`src/rtl/sig_round_pkg.sv`:
```
package sig_round_pkg;

    // Rounding mode encoding on the in_mode port
    typedef enum logic [1:0] {
        RM_NEAR_EVEN = 2'b00,
        RM_TO_ZERO   = 2'b01,
        RM_TO_POS    = 2'b10,
        RM_TO_NEG    = 2'b11
    } rmode_e;

    // Bits that steer the increment decision, after remapping
    typedef struct packed {
        logic lsb;   // least significant kept bit
        logic rnd;   // effective round bit
        logic stk;   // effective sticky bit
    } rbits_t;

    // Decision: add one ulp or not
    function automatic logic want_increment(rmode_e mode, logic neg, rbits_t b);
        logic any_lost;
        any_lost = b.rnd | b.stk;
        case (mode)
            RM_NEAR_EVEN: want_increment = b.rnd & (b.stk | b.lsb);
            RM_TO_ZERO:   want_increment = 1'b0;
            RM_TO_POS:    want_increment = ~neg & any_lost;
            RM_TO_NEG:    want_increment = neg & any_lost;
            default:      want_increment = 1'b0;
        endcase
    endfunction

endpackage

```
`src/rtl/rnd_align.sv`:
```
module rnd_align
    import sig_round_pkg::*;
#(
    parameter int W = 24
) (
    input  logic [W-1:0] sig_i,
    input  logic         guard_i,
    input  logic         round_i,
    input  logic         sticky_i,
    input  logic         shift_i,
    output logic [W-1:0] kept_o,
    output rbits_t       bits_o
);
    always_comb begin
        if (shift_i) begin
            kept_o     = {sig_i[W-2:0], guard_i};
            bits_o.rnd = round_i;
            bits_o.stk = sticky_i;
        end else begin
            kept_o     = sig_i;
            bits_o.rnd = guard_i;
            bits_o.stk = round_i | sticky_i;
        end
        bits_o.lsb = kept_o[0];
    end
endmodule

```
`src/rtl/rnd_decide.sv`:
```
module rnd_decide
    import sig_round_pkg::*;
(
    input  logic [1:0] mode_i,
    input  logic       sign_i,
    input  rbits_t     bits_i,
    output logic       inc_o,
    output logic       inexact_o
);
    always_comb begin
        inc_o     = want_increment(rmode_e'(mode_i), sign_i, bits_i);
        inexact_o = bits_i.rnd | bits_i.stk;
    end
endmodule

```
`src/rtl/rnd_incr.sv`:
```
module rnd_incr #(
    parameter int W = 24
) (
    input  logic [W-1:0] kept_i,
    input  logic         inc_i,
    output logic [W-1:0] sig_o,
    output logic         carry_o
);
    localparam logic [W-1:0] WRAP_VAL = {1'b1, {(W-1){1'b0}}};

    logic [W:0] sum;

    always_comb begin
        sum     = {1'b0, kept_i} + {{W{1'b0}}, inc_i};
        carry_o = sum[W];
        sig_o   = carry_o ? WRAP_VAL : sum[W-1:0];
    end
endmodule

```
`src/rtl/sig_round.sv`:
```
module sig_round
    import sig_round_pkg::*;
#(
    parameter int W = 24
) (
    input  logic         clk,
    input  logic         rst,
    input  logic         in_valid,
    input  logic [W-1:0] in_sig,
    input  logic         in_guard,
    input  logic         in_round,
    input  logic         in_sticky,
    input  logic         in_shift,
    input  logic         in_sign,
    input  logic [1:0]   in_mode,
    output logic         out_valid,
    output logic [W-1:0] out_sig,
    output logic         out_carry,
    output logic         out_inexact
);
    localparam logic [W-1:0] TOP_ONE = {1'b1, {(W-1){1'b0}}};

    logic [W-1:0] kept;
    rbits_t       bits;
    logic         inc;
    logic         inexact;
    logic [W-1:0] rounded;
    logic         carry;

    rnd_align #(.W(W)) align_i (
        .sig_i    (in_sig),
        .guard_i  (in_guard),
        .round_i  (in_round),
        .sticky_i (in_sticky),
        .shift_i  (in_shift),
        .kept_o   (kept),
        .bits_o   (bits)
    );

    rnd_decide decide_i (
        .mode_i    (in_mode),
        .sign_i    (in_sign),
        .bits_i    (bits),
        .inc_o     (inc),
        .inexact_o (inexact)
    );

    rnd_incr #(.W(W)) incr_i (
        .kept_i  (kept),
        .inc_i   (inc),
        .sig_o   (rounded),
        .carry_o (carry)
    );

    always_ff @(posedge clk) begin
        if (rst) begin
            out_valid   <= 1'b0;
            out_sig     <= '0;
            out_carry   <= 1'b0;
            out_inexact <= 1'b0;
        end else begin
            out_valid <= in_valid;
            if (in_valid) begin
                out_sig     <= rounded;
                out_carry   <= carry;
                out_inexact <= inexact;
            end
        end
    end


    valid_latency_chk: assert property (@(posedge clk) disable iff (rst)
        in_valid |=> out_valid);


    idle_latency_chk: assert property (@(posedge clk) disable iff (rst)
        !in_valid |=> !out_valid);


    to_zero_keeps_chk: assert property (@(posedge clk) disable iff (rst)
        (in_valid && in_mode == 2'b01 && !in_shift) |=> (out_sig == $past(in_sig) && !out_carry));


    carry_shape_chk: assert property (@(posedge clk) disable iff (rst)
        (out_valid && out_carry) |-> (out_sig == TOP_ONE));


    inexact_plain_chk: assert property (@(posedge clk) disable iff (rst)
        (in_valid && !in_shift) |=> (out_inexact == $past(in_guard | in_round | in_sticky)));


    inexact_shift_chk: assert property (@(posedge clk) disable iff (rst)
        (in_valid && in_shift) |=> (out_inexact == $past(in_round | in_sticky)));


    hold_result_chk: assert property (@(posedge clk) disable iff (rst)
        !in_valid |=> ($stable(out_sig) && $stable(out_carry) && $stable(out_inexact)));

endmodule

```
`config.mk`:
```
export PLATFORM = sky130hd
export DESIGN_NAME = sig_round
export DESIGN_NICKNAME = d
export VERILOG_FILES = /design/src/rtl/sig_round_pkg.sv /design/src/rtl/rnd_align.sv /design/src/rtl/rnd_decide.sv /design/src/rtl/rnd_incr.sv /design/src/rtl/sig_round.sv
export SDC_FILE = /design/constraint.sdc
export NUM_CORES = 1
export LEC_CHECK = 0
export BUFFER_PORTS_ARGS = -buffer_cell sky130_fd_sc_hd__buf_2
export CAP_MARGIN = 20
export CORE_MARGIN = 5
export CORE_UTILIZATION = 55
export DETAILED_ROUTE_END_ITERATION = 12
export HOLD_SLACK_MARGIN = 0.02
export PLACE_DENSITY = 0.88
export SYNTH_ARGS = -nofsm -noshare
export SYNTH_HDL_FRONTEND = slang
export SYNTH_SLANG_ARGS = --single-unit
```
`constraint.sdc`:
```
create_clock -name clk -period 9.1 [get_ports clk]
set_input_delay 2.275 -clock clk [delete_from_list [all_inputs] [get_ports clk]]
set_output_delay 2.275 -clock clk [all_outputs]
set_load 0.05 [all_outputs]
```
### Word-level counts from Yosys, hierarchy flattened

Cells that the tools add are included.
Widths: inputs -> output; s select.

* add/subtract/negate cells: 1
* multiply operators: 0
* divide/modulo/power cells: 0
* magnitude comparators: 0
* eq/ne operators: 3
* shifts and indexed selects: 0
* mux-type cells: 4
* bitwise gates (word level): 7
* reductions and logical operators: 1

Operator list (count)
* $mux 24: 2
* $add 24x1->25: 1
* $eq 2x2->1 const B: 2
* $pmux 1 s4: 1
* $and 1x1->1: 3
* $or 1x1->1: 3
* $eq 2x1->1 const B: 1
* $logic_not 2->1: 1
* $mux 2: 1
* $not 1->1: 1

* flip-flop bits (word level): 27
* latch bits: 0
* RAM bits: 0
* bits in read-only memories: 0
* input bits: 34
* output and inout bits: 27
* logic and storage cells: 20
* memories kept: 0

### Depth between registers and ports, before layout

Gate-level depths: netlist of the first run.

* word-level depth: 7
* gate-level depth with buffers: 16
* gate-level depth less buffers: 11

### By module

From an unflattened synthesis of the first run, not the netlist that was laid out.

* cell total of the unflattened synthesis: 214
* area total of the unflattened synthesis: 2050.7 um^2

Modules (own cells, without submodules)
* sig_round: instances 1, cells an instance 86, area each 970.9 um^2, sequential area each 540.5 um^2
* rnd_incr: instances 1, cells an instance 91, area each 615.6 um^2, sequential area each 0.0 um^2
* rnd_align: instances 1, cells an instance 31, area each 422.9 um^2, sequential area each 0.0 um^2
* rnd_decide: instances 1, cells an instance 6, area each 41.3 um^2, sequential area each 0.0 um^2

### Least setup slack after synthesis of the first run

Ideal clock, no wire load.

* path kind: input -> register
* start point: input in_shift
* end point: register out_sig[22]
* library setup time: 122 ps
* data arrival time: 5376 ps
* data required time: 8978 ps
* setup slack: 3602 ps
* stages: 14
* path buffers: 3
* path through: buf_2 -> buf_1 -> clkbuf_1 -> a21oi_1 -> nor2_1 -> o211ai_1 -> o31ai_1 -> ha_1 -> nand3_1 -> or4b_1 -> or4_4 -> nor4_2 -> xor2_1 -> o21ai_1

* cells in the longest elaborated chain, start to end: 6
* elaborated cells between the ends (all ways): 10
* those cells by class: add/sub: 1; mux: 4; bitwise: 5

Ends and longest elaborated chain
* start, declared: line sig_round.sv:13 `input logic in_shift,`
* $mux 2 / $mux 24 (equally long branches): line rnd_align.sv:15 `if (shift_i) begin`
* $or 1x1->1 (on tied branches): line sig_round_pkg.sv:21, sig_round_pkg.sv:23
* $and 1x1->1 (on tied branches): line sig_round_pkg.sv:26, sig_round_pkg.sv:23, sig_round_pkg.sv:25
* $pmux 1 s4: line sig_round_pkg.sv:22 `case (mode)`
* $add 24x1->25 (*): line rnd_incr.sv:14 `sum = {1'b0, kept_i} + {{W{1'b0}}, inc_i};`
* $mux 24 (*): line rnd_incr.sv:16 `sig_o = carry_o ? WRAP_VAL : sum[W-1:0];`
* end signal, assigned: line sig_round.sv:64 `out_sig <= rounded;`
* end, declared: line sig_round.sv:17 `output logic [W-1:0] out_sig,`

Mark *: on every way between the ends. The rest lies on a longest branch, timed or not.
A chain may end at the register's enable or synchronous reset.

### Worst setup path in the final report of the first run

* start point: input in_shift
* end point: register out_sig[18]

Same word-level chain as after synthesis.

==> out/metrics.cfg, run 1 <==
[timing]
hold_viol_final=0
max-slew-margin-rel_pct=48.2
setup_viol=0
tightest_slew_ns=0.773
rsz0062_at_grt=no
fin_crit_sh_pct=62.1
period_minus_slack_ns=5.65
max_freq_mhz=177
slew_violations=0
tns_ns=0
skew_ns=0
timing.hold.ws_ns=0.460

[floorplan]
rows=22
die_height_um=72.5
coreArea_um2=3720
start_util_pct=57.9
io_pins=61
fp.dieW_um=72.5
fp.dieArea_um2=5260

[cts]
htree_levels=1
cts-root-buf=clkbuf_8
clkSinkCount=27
cts-buffers-inserted=3
ctsHoldBuffers=0
clk_latency_ns=0.27
postCtsSetupBuffers=0
cts_tree=yes
ctsResizeCount=0
clockBufferDepth=2
clk_pin_slew_ns=0.09

[setup_path]
cp.required_ns=9.27
startpoint_type=primary input
cp-end-kind=flip-flop
crit_type=primary input to flip-flop
crit_arrival_ns=5.82
worst-path-max-fanout=48

[yosys]
syn_inst=279
synth_area_per_cell_um2=7.71
async_flop_share_pct=0
synth_edf_count=0
yosysSeqAreaShare_pct=25.1
ys_ff_latch=27
ys_warn_count=0
yosysUniqueCellTypes=45
syn-num-nets=315
ys.flop_type=dfxtp_1
synth.cell_area_um2=2150

[route]
vias=2176
dr.pass1.iters=5
ant_nets=0
vias_per_cell=5.85
drt_iter0_drc=216
post_drt_wl_per_cell_um=14.8
drc=0
wl_um=5520

[global_route]
first_global_vias=1958
grt.overflow.total=0
grt-busiest-layer=met2
grtUsageMet1_pct=30.3
grt_pass1_wl_um=9160
grt_max_degree=49
grt_antenna_before_repair=0
grt_usage_pct=21.2
grt_util_met3_pct=3.19
met2_usage_pct=33.0

[finish]
syn2layout_area_growth_pct=15.4
finalNonFillerCells=372
final_common_cell=buf_2
fin_nets=361
fin_util_pct=66.8
drive_gt1_share_pct=21.6
final_cell_mix=buf_2 (60), nor2_1 (27), dfxtp_1 (27), mux2i_1 (23)
n_antenna_cell=0
fillCellCount=327

[flow_run]
cap_viol_max_count=0

[power_and_ir_drop]
leakage_nw=1.06
powerDensity_nw_per_um2=122
ir_worst_vdd_mv=0.0574
power_w=0.000303

[placement]
hpwl_um=4100
portBuffers=60
dp.cells=368
gp_congestion=0.930

[status]
status=complete, no violations

[min_path]
hp-class=flip-flop to flip-flop

==> worst paths after layout <==
kind	from	endpoint	slack, ns	depth (start not counted)
worst max-delay path	in_shift	out_sig[18]	3.45	12
worst min-delay path	out_sig[22]	out_sig[22]	0.46	2
worst max register to register	out_sig[10]	out_sig[10]	8.30	2
worst min register to register	out_sig[22]	out_sig[22]	0.46	2
==> registers in the layout, indices dropped and copies added, names as in the netlist <==
name / flops
out_sig: 24
out_inexact: 1
out_valid: 1
out_carry: 1
==> where the power goes <==
part / internal [W] / total [W] / switching [W] / leakage (nW)
sequential: 0.000126 / 0.000130 / 0.00000338 / 0.223
combinational: 0.0000336 / 0.000106 / 0.0000723 / 0.815
clock: 0.0000313 / 0.0000673 / 0.0000360 / 0.0228
==> metal layers <==
layer  up-vias  wire (um)  share of wire (%)
li1       1076          -                  -
met1      1001       2510                 45
met2        89       2510                 45
met3        10        421                7.6
met4         0         81                1.5
met5         -          0                  0
==> critical path, cell delays in order <==
cell and delay [ns]:
buf_2 0.07, buf_4 0.46, clkinv_1 0.42, a211oi_1 0.37, o31ai_1 0.17, ha_1 0.24, nand3_1 0.12, or4b_1 0.38
nor4_4 0.11, a21boi_2 0.62, nand2b_1 0.34, o32ai_1 0.21
==> per-stage QoR <==
stage / cell area, um^2 / setup slack, ns
CTS: 2480 / 3.54
finish: 2480 / 3.45
floorplan: 2150 / 3.60
detailed placement: 2440 / 3.32
global placement: 2440 / 3.44
global route: 2480 / 3.19
==> synth_stat cells, drive strengths merged (2+ instances only) <==
library cell   n  area, um^2
inv            9        33.8
mux2i         23         230
nor4           5        52.6
o21ai          4        20.0
nor3b          3        22.5
clkbuf        12        46.3
nand4          6        37.5
nor3           7        35.0
o32ai          5        43.8
and2           3        18.8
dfxtp         27         541
nand2b         6        37.5
ha             2        25.0
o211ai         6        45.0
and4           2        17.5
nand2         21        78.8
nor4b          3        26.3
a211oi         3        22.5
a21o           2        15.0
xor2          16         140
buf            8        36.3
nor2          27         101
xnor2         17         149
nand3         14        70.1
nor2b         13        81.3
a21oi         21         105
==> logic make-up after synthesis <==
group | after synthesis | share of synthesized area (%)
AND/OR/NAND/NOR | 115 | 28.9
AO/OA/AOI/OAI | 48 | 14.6
XOR/XNOR | 33 | 13.4
buffers and inverters | 30 | 5.58
flip-flops | 27 | 25.1
multiplexers | 24 | 11.2
adder cells (fa/ha/maj) | 2 | 1.16
==> cell type report <==
type | count | area [um^2] | area share [%]
Clock buffer | 4 | 45.0 | 1.82
Inverter | 10 | 37.5 | 1.51
Multi-Input combinational cell | 222 | 1490 | 60.1
Sequential cell | 27 | 541 | 21.8
Tap cell | 48 | 60.1 | 2.42
Timing Repair Buffer | 61 | 308 | 12.4
No activity file was read; power rests on OpenSTA's default activity.
==> run 2: changes to the inputs <==
CORE_UTILIZATION = 47   (was 55)
PLACE_DENSITY = 0.8   (was 0.88)
clock period = 4.55 ns   (was 9.1 ns; I/O delays follow)
==> run 2 against run 1 <==
  * Flip-flop and latch count is the same
  * Largest power group unchanged
  * Register-to-register slack lost 4.5 ns
  * Die area grew 15%
  * Critical path depth shrank 1
  * Via count shrank 2.5%
==> out/metrics.cfg, run 2 (synthesis results as in run 1) <==
[cts]
htree_levels=1  ; unchanged
cts-root-buf=clkbuf_8  ; unchanged
clkSinkCount=27  ; unchanged
ctsHoldBuffers=0  ; unchanged
clockBufferDepth=2  ; unchanged
cts_tree=yes  ; unchanged
ctsResizeCount=0  ; unchanged
cts-buffers-inserted=3  ; unchanged
clk_latency_ns=0.26  ; was 0.27 ns
clk_pin_slew_ns=0.09  ; about the same
postCtsSetupBuffers=0  ; unchanged

[finish]
fin_util_pct=56.9  ; was 66.8%
syn2layout_area_growth_pct=15.9  ; was 15.4%
drive_gt1_share_pct=21.8  ; was 21.6%
final_common_cell=buf_2  ; unchanged
largest_reg_flops=24  ; unchanged
n_antenna_cell=0  ; unchanged
final_cell_mix=buf_2 (60), nor2_1 (27), dfxtp_1 (27), mux2i_1 (23)  ; unchanged
regMostFlops=out_sig  ; unchanged
design_area_um2=2490  ; was 2480 um^2
fillCellCount=432  ; was 327
fin_nets=362  ; was 361

[floorplan]
start_util_pct=49.1  ; was 57.9%
fp.dieW_um=77.6  ; was 72.5 um
io_pins=61  ; unchanged
coreArea_um2=4380  ; was 3720 um^2
fp.dieArea_um2=6030  ; was 5260 um^2
die_height_um=77.6  ; was 72.5 um
rows=24  ; was 22

[setup_path]
crit_type=primary input to flip-flop  ; unchanged
cp.depth=11  ; was 12
worstReg2RegEnd=out_sig[10]  ; unchanged
crit_family=simple AND/OR/NAND/NOR gates  ; was compound AO/OA/AOI/OAI gates
rrSetupSlack_ns=3.78  ; was 8.30 ns
worstPathCellList=buf_2, clkinv_1, a211oi_1, o31ai_1, ha_1, nand3_1, or4b_1, or4_4, nor4_2, xor2_1, o21ai_1  ; was buf_2, buf_4, clkinv_1, a211oi_1, o31ai_1, ha_1, nand3_1, or4b_1, nor4_4, a21boi_2, nand2b_1, o32ai_1
slowest_delay_ns=0.73  ; was 0.62 ns
startpoint_type=primary input  ; unchanged
cp-end-kind=flip-flop  ; unchanged
slowest_stage=or4b_1  ; was a21boi_2
reg2reg_depth=2  ; unchanged
crit_arrival_ns=4.05  ; was 5.82 ns
crit_buf_inv=2  ; was 3
worst-path-max-fanout=11  ; was 48
rr_startpoint=out_sig[10]  ; unchanged
cp.required_ns=4.71  ; was 9.27 ns

[timing]
rsz0062_at_grt=no  ; unchanged
period_minus_slack_ns=3.88
setup_slack_ns=0.666  ; was 3.45 ns
max-slew-margin-rel_pct=49.7  ; was 48.2%
max_freq_mhz=257
tightest_slew_ns=0.750  ; was 0.773 ns
fin_crit_sh_pct=85.4
tns_ns=0  ; unchanged
hold_viol_final=0  ; unchanged
skew_ns=0  ; unchanged
slew_violations=0  ; unchanged
setup_viol=0  ; unchanged

[global_route]
first_global_vias=2002  ; was 1958
grt.overflow.total=0  ; unchanged
grt_antenna_before_repair=0  ; unchanged
grt_pass1_wl_um=9110  ; was 9160 um
grt_max_degree=39  ; was 49
grt_usage_pct=17.7  ; was 21.2%

[flow_run]
cap_viol_max_count=0  ; unchanged

[route]
drc=0  ; unchanged
vias_per_cell=5.63  ; was 5.85
vias=2121  ; was 2176
drt_iter0_drc=137  ; was 216
post_drt_wl_per_cell_um=14.4  ; was 14.8 um
dr.pass1.iters=4  ; was 5
ant_nets=0  ; unchanged
wl_um=5410  ; was 5520 um

[min_path]
holdPathStages=2  ; unchanged
hold_end=out_sig[22]  ; unchanged
hp-class=flip-flop to flip-flop  ; unchanged
min_from=out_sig[22]  ; unchanged

[placement]
gp_congestion=0.863  ; was 0.930
place_area_um2=2450  ; was 2440 um^2
portBuffers=60  ; unchanged
hpwl_um=4160  ; was 4100 um
pre_cts_slack_ns=0.376  ; was 3.32 ns

[power_and_ir_drop]
power_w=0.000605  ; was 0.000303 W
leakage_nw=1.07  ; was 1.06 nW
switchingPower_w=0.000223  ; was 0.000112 W
swShare_pct=36.8  ; was 36.9%
clockPowerShare_pct=22.5  ; was 22.2%
ir_worst_vdd_mv=0.101  ; was 0.0574 mV
powerDensity_nw_per_um2=243  ; was 122 nW/um^2
seqPwrFrac_pct=42.8  ; about the same
intPower_w=0.000383  ; was 0.000191 W
p_comb_share_pct=34.7  ; was 35.0%

[status]
status=complete, no violations  ; unchanged

## run 2: cell count changes in the layout (fill, tap and decap cells not counted)
cell   before  now
buf_4       1    2
## run 2: worst max-delay path by stage
| stage | from | to | slack [ns] |
|---|---|---|---|
| after floorplan | in_shift | out_sig[22] | 0.19 |
| after global placement | in_shift | out_sig[22] | 0.44 |
| after detailed placement | in_shift | out_sig[22] | 0.38 |
| after CTS | in_shift | out_sig[22] | 0.65 |
| after global routing | in_shift | out_sig[22] | 0.47 |
| final | in_shift | out_sig[22] | 0.67 |
## run 2: stage by stage
| stage | hold slack, ns | cells |
|---|---|---|
| after floorplan | 0.661 | 279 |
| after global placement | 0.446 | 373 |
| after detailed placement | 0.457 | 373 |
| after CTS | 0.469 | 377 |
| after global routing | 0.483 | 377 |
| final | 0.461 | 377 |
## run 2: final cells by class
class / instances / area [um^2] / share of cell area, %
sequential: 27 / 541 / 21.7
multi-input combinational: 222 / 1490 / 59.8
inverter: 10 / 37.5 / 1.51
tap: 52 / 65.1 / 2.61
clock buffer: 4 / 45.0 / 1.81
timing repair buffer: 62 / 315 / 12.6
## run 2: tightest hold or removal path: cells and delay by family (launching register included)
family | cells | cell delay, ns
AOI/OAI and AO/OA | 1 | 0.05
and+or+nand+nor | 1 | 0.05
DFF | 1 | 0.32
## run 2: power by group through the flow
stage	logic, W	registers [W]	clock network, W
2_1_floorplan	0.0000965	0.000321	0
3_3_place_gp	0.000207	0.000265	0
3_5_place_dp	0.000209	0.000265	0
4_1_cts	0.000210	0.000260	0.000141
5_1_grt	0.000228	0.000262	0.000150
6_report	0.000210	0.000259	0.000136
## run 2: metal layers
metal | global-route usage, % | vias up | wire length (um)
met2 | 27.5 | 74 | 2390
met4 | 6.01 | 0 | 50
met3 | 2.78 | 4 | 452
li1 | - | 1076 | -
met1 | 24.8 | 967 | 2520
met5 | 0 | - | 0
